`config.mk`:
```
export PLATFORM = sky130hd
export DESIGN_NAME = pulse_swallow_div
export DESIGN_NICKNAME = d
export VERILOG_FILES = /design/src/rtl/pswal_pkg.sv /design/src/rtl/psd_prescaler.sv /design/src/rtl/psd_cfg_hold.sv /design/src/rtl/psd_counters.sv /design/src/rtl/pulse_swallow_div.sv
export SDC_FILE = /design/constraint.sdc
export NUM_CORES = 1
export LEC_CHECK = 0
export BUFFER_PORTS_ARGS = -buffer_cell sky130_fd_sc_hd__buf_2
export CORE_UTILIZATION = 38
export DETAILED_ROUTE_END_ITERATION = 10
export GPL_TIMING_DRIVEN = 0
export PLACE_DENSITY = 0.63
export SLEW_MARGIN = 0
export SYNTH_ARGS = -nofsm -noshare
export SYNTH_HDL_FRONTEND = slang
export SYNTH_SLANG_ARGS = --single-unit
export TNS_END_PERCENT = 50
```
`constraint.sdc`:
```
create_clock -name clk_vco -period 2.15 [get_ports clk_vco]
set_input_delay 0.43 -clock clk_vco [delete_from_list [all_inputs] [get_ports clk_vco]]
set_output_delay 0.43 -clock clk_vco [all_outputs]
set_load 0.01 [all_outputs]
```
`src/rtl/pswal_pkg.sv`:
```
package pswal_pkg;

    typedef enum logic {
        MOD_LOW  = 1'b0,
        MOD_HIGH = 1'b1
    } mod_sel_e;

    // A setting is usable when the program count is nonzero and the
    // swallow count does not exceed it.
    function automatic logic cfg_ok(input int unsigned m, input int unsigned a);
        return (m != 0) && (a <= m);
    endfunction

endpackage

```
`src/rtl/psd_prescaler.sv`:
```
module psd_prescaler
    import pswal_pkg::*;
#(
    parameter int P = 4
) (
    input  logic     clk,
    input  logic     rst_n,
    input  mod_sel_e mode,
    output logic     tick
);
    localparam int PW = $clog2(P + 1);

    typedef struct packed {
        logic [PW-1:0] cnt;
    } pre_st_t;

    pre_st_t       st_d, st_q;
    logic [PW-1:0] lim;

    always_comb begin
        st_d = st_q;
        lim  = (mode == MOD_HIGH) ? PW'(P) : PW'(P - 1);
        tick = (st_q.cnt == lim);
        if (tick) begin
            st_d.cnt = '0;
        end else begin
            st_d.cnt = st_q.cnt + 1'b1;
        end
    end

    always_ff @(posedge clk) begin
        if (!rst_n) begin
            st_q <= '0;
        end else begin
            st_q <= st_d;
        end
    end

endmodule

```
`src/rtl/psd_cfg_hold.sv`:
```
module psd_cfg_hold
    import pswal_pkg::*;
#(
    parameter int M_W   = 5,
    parameter int A_W   = 3,
    parameter int M_RST = 3,
    parameter int A_RST = 1
) (
    input  logic           clk,
    input  logic           rst_n,
    input  logic           reload,
    input  logic [M_W-1:0] m_in,
    input  logic [A_W-1:0] a_in,
    output logic [M_W-1:0] ld_m,
    output logic [A_W-1:0] ld_a,
    output logic [M_W-1:0] act_m,
    output logic [A_W-1:0] act_a,
    output logic           bad_o
);
    typedef struct packed {
        logic [M_W-1:0] m;
        logic [A_W-1:0] a;
        logic           bad;
    } cfg_st_t;

    cfg_st_t st_d, st_q;
    logic    ok;

    always_comb begin
        st_d = st_q;
        ok   = cfg_ok(int'(m_in), int'(a_in));
        ld_m = ok ? m_in : st_q.m;
        ld_a = ok ? a_in : st_q.a;
        if (reload) begin
            st_d.m   = ld_m;
            st_d.a   = ld_a;
            st_d.bad = !ok;
        end
    end

    always_ff @(posedge clk) begin
        if (!rst_n) begin
            st_q.m   <= M_W'(M_RST);
            st_q.a   <= A_W'(A_RST);
            st_q.bad <= 1'b0;
        end else begin
            st_q <= st_d;
        end
    end

    assign act_m = st_q.m;
    assign act_a = st_q.a;
    assign bad_o = st_q.bad;

endmodule

```
`src/rtl/psd_counters.sv`:
```
module psd_counters
    import pswal_pkg::*;
#(
    parameter int M_W   = 5,
    parameter int A_W   = 3,
    parameter int M_RST = 3,
    parameter int A_RST = 1
) (
    input  logic           clk,
    input  logic           rst_n,
    input  logic           tick,
    input  logic [M_W-1:0] ld_m,
    input  logic [A_W-1:0] ld_a,
    output mod_sel_e       mode,
    output logic           terminal,
    output logic [M_W-1:0] m_cnt,
    output logic [A_W-1:0] a_cnt,
    output logic           pulse_o
);
    typedef struct packed {
        logic [M_W-1:0] m;
        logic [A_W-1:0] a;
        logic           pulse;
    } cnt_st_t;

    cnt_st_t st_d, st_q;

    always_comb begin
        st_d       = st_q;
        mode       = (st_q.a != '0) ? MOD_HIGH : MOD_LOW;
        terminal   = tick && (st_q.m == M_W'(1));
        st_d.pulse = terminal;
        if (terminal) begin
            st_d.m = ld_m;
            st_d.a = ld_a;
        end else if (tick) begin
            st_d.m = st_q.m - 1'b1;
            if (st_q.a != '0) begin
                st_d.a = st_q.a - 1'b1;
            end
        end
    end

    always_ff @(posedge clk) begin
        if (!rst_n) begin
            st_q.m     <= M_W'(M_RST);
            st_q.a     <= A_W'(A_RST);
            st_q.pulse <= 1'b0;
        end else begin
            st_q <= st_d;
        end
    end

    assign m_cnt   = st_q.m;
    assign a_cnt   = st_q.a;
    assign pulse_o = st_q.pulse;

endmodule

```
`src/rtl/pulse_swallow_div.sv`:
```
module pulse_swallow_div
    import pswal_pkg::*;
#(
    parameter int P     = 4,
    parameter int M_W   = 5,
    parameter int A_W   = 3,
    parameter int M_RST = 3,
    parameter int A_RST = 1
) (
    input  logic           clk_vco,
    input  logic           rst_n,
    input  logic [M_W-1:0] prog_cnt_i,
    input  logic [A_W-1:0] swallow_cnt_i,
    output logic           fb_clk_o,
    output logic           cfg_bad_o
);
    mod_sel_e       mod_hi;
    logic           pre_tick;
    logic           reload;
    logic [M_W-1:0] ld_m, act_m, m_cnt;
    logic [A_W-1:0] ld_a, act_a, a_cnt;

    psd_prescaler #(.P(P)) u_pre (
        .clk  (clk_vco),
        .rst_n(rst_n),
        .mode (mod_hi),
        .tick (pre_tick)
    );

    psd_cfg_hold #(.M_W(M_W), .A_W(A_W), .M_RST(M_RST), .A_RST(A_RST)) u_cfg (
        .clk   (clk_vco),
        .rst_n (rst_n),
        .reload(reload),
        .m_in  (prog_cnt_i),
        .a_in  (swallow_cnt_i),
        .ld_m  (ld_m),
        .ld_a  (ld_a),
        .act_m (act_m),
        .act_a (act_a),
        .bad_o (cfg_bad_o)
    );

    psd_counters #(.M_W(M_W), .A_W(A_W), .M_RST(M_RST), .A_RST(A_RST)) u_cnt (
        .clk     (clk_vco),
        .rst_n   (rst_n),
        .tick    (pre_tick),
        .ld_m    (ld_m),
        .ld_a    (ld_a),
        .mode    (mod_hi),
        .terminal(reload),
        .m_cnt   (m_cnt),
        .a_cnt   (a_cnt),
        .pulse_o (fb_clk_o)
    );

endmodule

```
### Word level (Yosys, flattened, before mapping)

Cells that the tools add are included.

| storage, ports and cells | value |
|---|---|
| flip-flop bits (word level) | 21 |
| output and inout port bits | 2 |
| logic and storage cells | 30 |

| cells by class | value |
|---|---|
| add/sub/neg operators | 3 |
| order comparisons | 1 |
| eq/ne operators | 2 |
| mux-type cells | 7 |
| bitwise operators | 1 |
| reduce and logical (&&, ||, !) cells | 9 |

Operators by type and width:

| cell | number |
|---|---|
| 2-to-1 mux 8 bit | 2 |
| 2-to-1 mux 3 bit | 3 |
| == test 5 x 1 -> 1 bit (second input constant) | 1 |
| less-or-equal comparator 3 x 5 -> 1 bit | 1 |
| 2-to-1 mux 5 bit | 1 |
| nonzero test 5 bit | 1 |
| subtractor 5 x 1 -> 5 bit (second input constant) | 1 |
| nonzero test 2 bit | 2 |
| adder 3 x 1 -> 3 bit (second input constant) | 1 |
| == test 3 bit | 1 |
| nonzero test 3 bit | 1 |
| subtractor 3 x 1 -> 3 bit (second input constant) | 1 |
| logical AND 1 bit | 2 |
| AND reduction 2 bit | 1 |
| OR reduction 2 bit | 1 |
| zero test 1 bit | 1 |
| 2-to-1 mux 1 bit | 1 |
| NOT 1 bit | 1 |

### Longest topological paths before layout

| logic depth | value |
|---|---|
| depth after elaboration | 7 |
| gate-level depth with buffers | 8 |

### By module

From an unflattened synthesis, not the netlist that was laid out.

| second synthesis, totals | value |
|---|---|
| cells, all modules | 140 |
| area, all modules | 1340.0 µm² |

By module, submodules not included:

| module | times used | cells an instance | area each (µm²) | seq. area each (µm²) |
|---|---|---|---|---|
| psd_cfg_hold | 1 | 63 | 636.9 | 180.2 |
| psd_counters | 1 | 63 | 549.3 | 180.2 |
| psd_prescaler | 1 | 14 | 153.9 | 60.1 |

### Worst setup path after synthesis

Ideal clock, no wire load.

| path | value |
|---|---|
| path type | reg-to-reg |
| start | reg u_cnt.st_q (netlist bit u_cnt.a_cnt[0]) |
| end | reg u_cfg.st_q (netlist bit u_cfg.act_a[1]) |
| library setup time | 0.072 ns |
| data arrival time | 1.922 ns |
| data required time | 2.078 ns |
| slack | 0.156 ns |
| cell stages (with the launch flop) | 9 |
| buffers on the path | 0 |
| clock period less this slack | 1.994 ns |
| path through | dfxtp_1 -> inv_1 -> ha_1 -> ha_1 -> or4b_4 -> nand2_2 -> nand2_2 -> nor2_2 -> mux2i_1 |

| on the way | value |
|---|---|
| word-level cells in the longest chain between the ends | 5 |

RTL lines:

| what | line | source |
|---|---|---|
| from (decl) | psd_counters.sv:26 | `cnt_st_t st_d, st_q;` |
| from (signal assigned) | psd_counters.sv:50 | `st_q <= st_d;` |
| nonzero test 3 bit | psd_counters.sv:30 | `mode = (st_q.a != '0) ? MOD_HIGH : MOD_LOW;` |
| 2-to-1 mux 1 bit | psd_counters.sv:30 |  |
| 2-to-1 mux 3 bit | psd_prescaler.sv:22 | `lim = (mode == MOD_HIGH) ? PW'(P) : PW'(P - 1);` |
| == test 3 bit | psd_prescaler.sv:23 | `tick = (st_q.cnt == lim);` |
| logical AND 1 bit | psd_counters.sv:31 | `terminal = tick && (st_q.m == M_W'(1));` |
| to (signal assigned) | psd_cfg_hold.sv:47 | `st_q <= st_d;` |
| to (decl) | psd_cfg_hold.sv:26 | `cfg_st_t st_d, st_q;` |

No other way between the ends.
A chain may end at the register's enable or synchronous reset.

### Worst setup path after layout

| path | value |
|---|---|
| start | reg u_cnt.st_q (netlist bit u_cnt.a_cnt[0]) |
| end | reg u_cnt.st_q (netlist bit u_cnt.m_cnt[0]) |

| on the way | value |
|---|---|
| word-level cells in the longest chain between the ends | 6 |
| elaborated cells on any way between the ends | 7 |
| those cells by class | eq/ne (1); mux (3); reduce/logical (3) |

RTL lines:

| what | line |
|---|---|
| nonzero test 3 bit (*) | psd_counters.sv:30 |
| 2-to-1 mux 1 bit (*) | psd_counters.sv:30 |
| 2-to-1 mux 3 bit (*) | psd_prescaler.sv:22 |
| == test 3 bit (*) | psd_prescaler.sv:23 |
| logical AND 1 bit | psd_counters.sv:31 |
| 2-to-1 mux 8 bit or nonzero test 2 bit (tied branches) | - |

Mark *: on every way between the ends. The rest lies on a longest branch, timed or not.

==> results.md <==
- Status: finished, violations left
- Number of synthesized flops with an enable pin: 0
- Startpoint types: flop
- Total power: 714.8 uW
- TritonRoute pass-1 iters: 7
- Largest cells by area after synthesis: dfxtp_1, ha_1, nand3_1
- Arrival @ worst endpoint: 2.23 ns
- Mean post-synth cell area: 8.492 um2
- # DRC: 3
- Register area share after synthesis: 36.40%
- Clock tree buffer depth: 2
- Crit path time final: 2.049 ns
- Reg area: 421.7 um2
- Slew HR: 56.24%
- Root Driver: clkbuf_4
- FF+latch count, synth: 21
- R2R setup slack: 0.10 ns
- Slew Limit Fails: 0
- Total CTS buffers: 3
- Final hold violations: 0
- 1st-iter DRT viols: 29
- Fraction of registers with async set/reset: 0%
- Port Buffers: 10
- Area share of the largest cell type after synthesis: 36.40%
- ANT cells: 0
- Cell repeated most along the worst path: ha_2
- CTS Sinks: 21
- IO Pins: 12
- Pwr/cell area: 523.2 nW/um2
- CP max stage delay: 0.57 ns
- Cell Count, Final, Fillers Out: 187
- Number of global-route vias before repair: 939
- GPL Wtd Cong: 0.7751
- Core Area: 2829 um2
- Crit Path Max Fanout: 7
- Total Wirelength: 2611 um
- CTS tree: yes
- Final #Nets: 175
- WS Path Type: reg2reg
- Final setup fails: 0
- Initial Utilization: 40.82%
- FILL cells: 308
- Crit-path cells: inv_1 -> ha_2 -> ha_2 -> or4b_4 -> nand2_8 -> o211ai_1 -> a221oi_1 -> a21oi_1
- CP max-delay cell: or4b_4
- Grt ovf: 0
- Max Freq: 488.1 MHz
- Crit path required time: 2.33 ns
- Crit. End Element: flop
- Slew at the pin closest to its max-slew limit: 0.6537 ns
- Final Skew: 0.004390 ns
- Multi-input logic area: 724.4 um2
- Clock Latency Late Sink: 0.30 ns
- Global-route wire length before repair: 4491 um
- Vias: 1064
- Max-Cap Viols: 0
- Most used DFF post-synth: dfxtp_1
- RSZ-0062 raised after global routing: no
- Ys Warns: 0
- Post-route ant nets: 0
- Vias per Instance: 5.690
- Width of the die: 57.13 um
- Hold Path Class: in2reg
- Dominant cell type by area after synthesis: dfxtp_1
- Initial antenna violation count: 0
- Per-cell routed wire length: 13.96 um
- Cell Area, Synth: 1155 um2
- GRT Resource Usage Total: 17.64%
- Final worst path period share: 95.30%
- Failing checks: DRC
- Die Area: 3264 um2
- P&R area growth vs syn: 18.31%
- Placed cells: 177
- Share of cells above drive strength 1: 21.79%
- Library cells used by synthesis: 35
- Syn nets: 154
- Total negative setup slack: 0 ns
- # rows: 19
- Top delay family on crit path: simple AND/OR/NAND/NOR gates
- VDD IR-drop max: 0.3165 mV
- Synth Instances: 136
- Die height: 57.13 um
- Largest net degree at the start of global routing: 12
- Leakage: 0.0005479 uW
- H-Tree Depth: 1
- Buf/Inv on CP: 1
- Final HPWL DP: 1899 um
- Reg clk slew, reported paths: 0.12 ns
stage by stage:
stage	setup WS [ns]	hold slack (ns)	util (%)	instance area (um2)
final	0.1010	0.3934	48.30	1366
after global placement	-0.1130	0.4436	43.96	1244
after CTS	0.002608	0.3698	45.78	1295
after global routing	0.006451	0.3836	48.30	1366
after floorplan	0.1562	0.4344	-	1155
after detailed placement	-0.1353	0.4532	43.96	1244
logic make-up after synthesis:
family | count (synthesis) | synth area share (%)
compound gates | 34 | 18.64
xor+xnor | 2 | 1.517
fa+ha+maj | 8 | 8.668
buf+inv | 14 | 5.200
flops | 21 | 36.40
mux | 5 | 4.334
simple gates | 52 | 25.25
state kept, by name (all words and copies together) (netlist names):
signal / cells
u_cnt.m_cnt: 5
u_cfg.act_a: 3
u_cnt.a_cnt: 3
u_cfg.bad_o: 1
u_cnt.pulse_o: 1
u_cfg.act_m: 5
u_pre.st_q: 3
what timing repair did:
action / CTS / global route
endpoints found under the setup margin: 10 / 12
hold buffers: 0 / 0
pin swaps: 2 / 4
setup buffers: 1 / 5
gates resized for setup: 5 / 7
cell type report:
class | count | share of cell area, %
buffer | 5 | 1.923
clock buffer | 4 | 1.923
inverter | 9 | 2.473
multi-input combinational | 101 | 53.02
sequential | 21 | 30.86
tap | 31 | 2.839
timing repair buffer | 16 | 6.960
layout by cell type, fill, tap and decap left out, types with 3 or more instances in the layout:
cell type,count
a21oi_1,7
buf_2,10
buf_4,6
clkbuf_1,5
clkbuf_4,3
dfxtp_1,20
ha_1,6
inv_1,9
mux2i_1,5
nand2_1,13
nand3_1,10
nor2_1,10
o211ai_1,7
o21ai_0,10
worst min-delay path: cells and delay by family:
family                 cells  cell delay (ns)
AO/OA/AOI/OAI              1             0.06
buffers and inverters      1             0.12
AND/OR/NAND/NOR            1             0.06
final timing paths:
path / start / to / depth (start not counted)
max: u_cnt.a_cnt[0]$_SDFFE_PN1P_ / u_cnt.m_cnt[0]$_SDFFE_PN1P_ / 8
min: prog_cnt_i[4] / u_cfg.act_m[4]$_SDFFE_PN0P_ / 3
max reg2reg: u_cnt.a_cnt[0]$_SDFFE_PN1P_ / u_cnt.m_cnt[0]$_SDFFE_PN1P_ / 8
min reg2reg: u_cfg.act_m[4]$_SDFFE_PN0P_ / u_cfg.act_m[4]$_SDFFE_PN0P_ / 2
where the power goes:
part | leakage, uW | switching (uW) | total, uW | internal (uW)
Sequential | 0.000170 | 11.1 | 413 | 402
Clock | 0.0000150 | 121 | 193 | 72.2
Combinational | 0.000363 | 61.7 | 109 | 47.1
Total | 0.000548 | 194 | 715 | 521
synth_stat cells, types with 2 or more instances:
cell      number
nor2_2         2
a31oi_1        2
or4b_4         2
and3_1         2
inv_1          9
nand2_2        2
dfxtp_1       21
nor3_1         2
a221oi_1       2
mux2i_1        5
clkbuf_1       4
a21oi_1        7
o211ai_1       7
nand2_1       13
nor2_1        10
nand3_1       11
o21ai_0       10
ha_1           8
metal layers:
| layer | up-vias | share of wire (%) | track usage, % |
|---|---|---|---|
| met2 | 17 | 46 | 27.06 |
| li1 | 533 | - | - |
| met3 | 4 | 3.1 | 2.494 |
| met5 | - | 0 | 0 |
| met4 | 0 | 1.1 | 6.969 |
| met1 | 510 | 50 | 25.07 |
(Power assumes the default switching activity.)
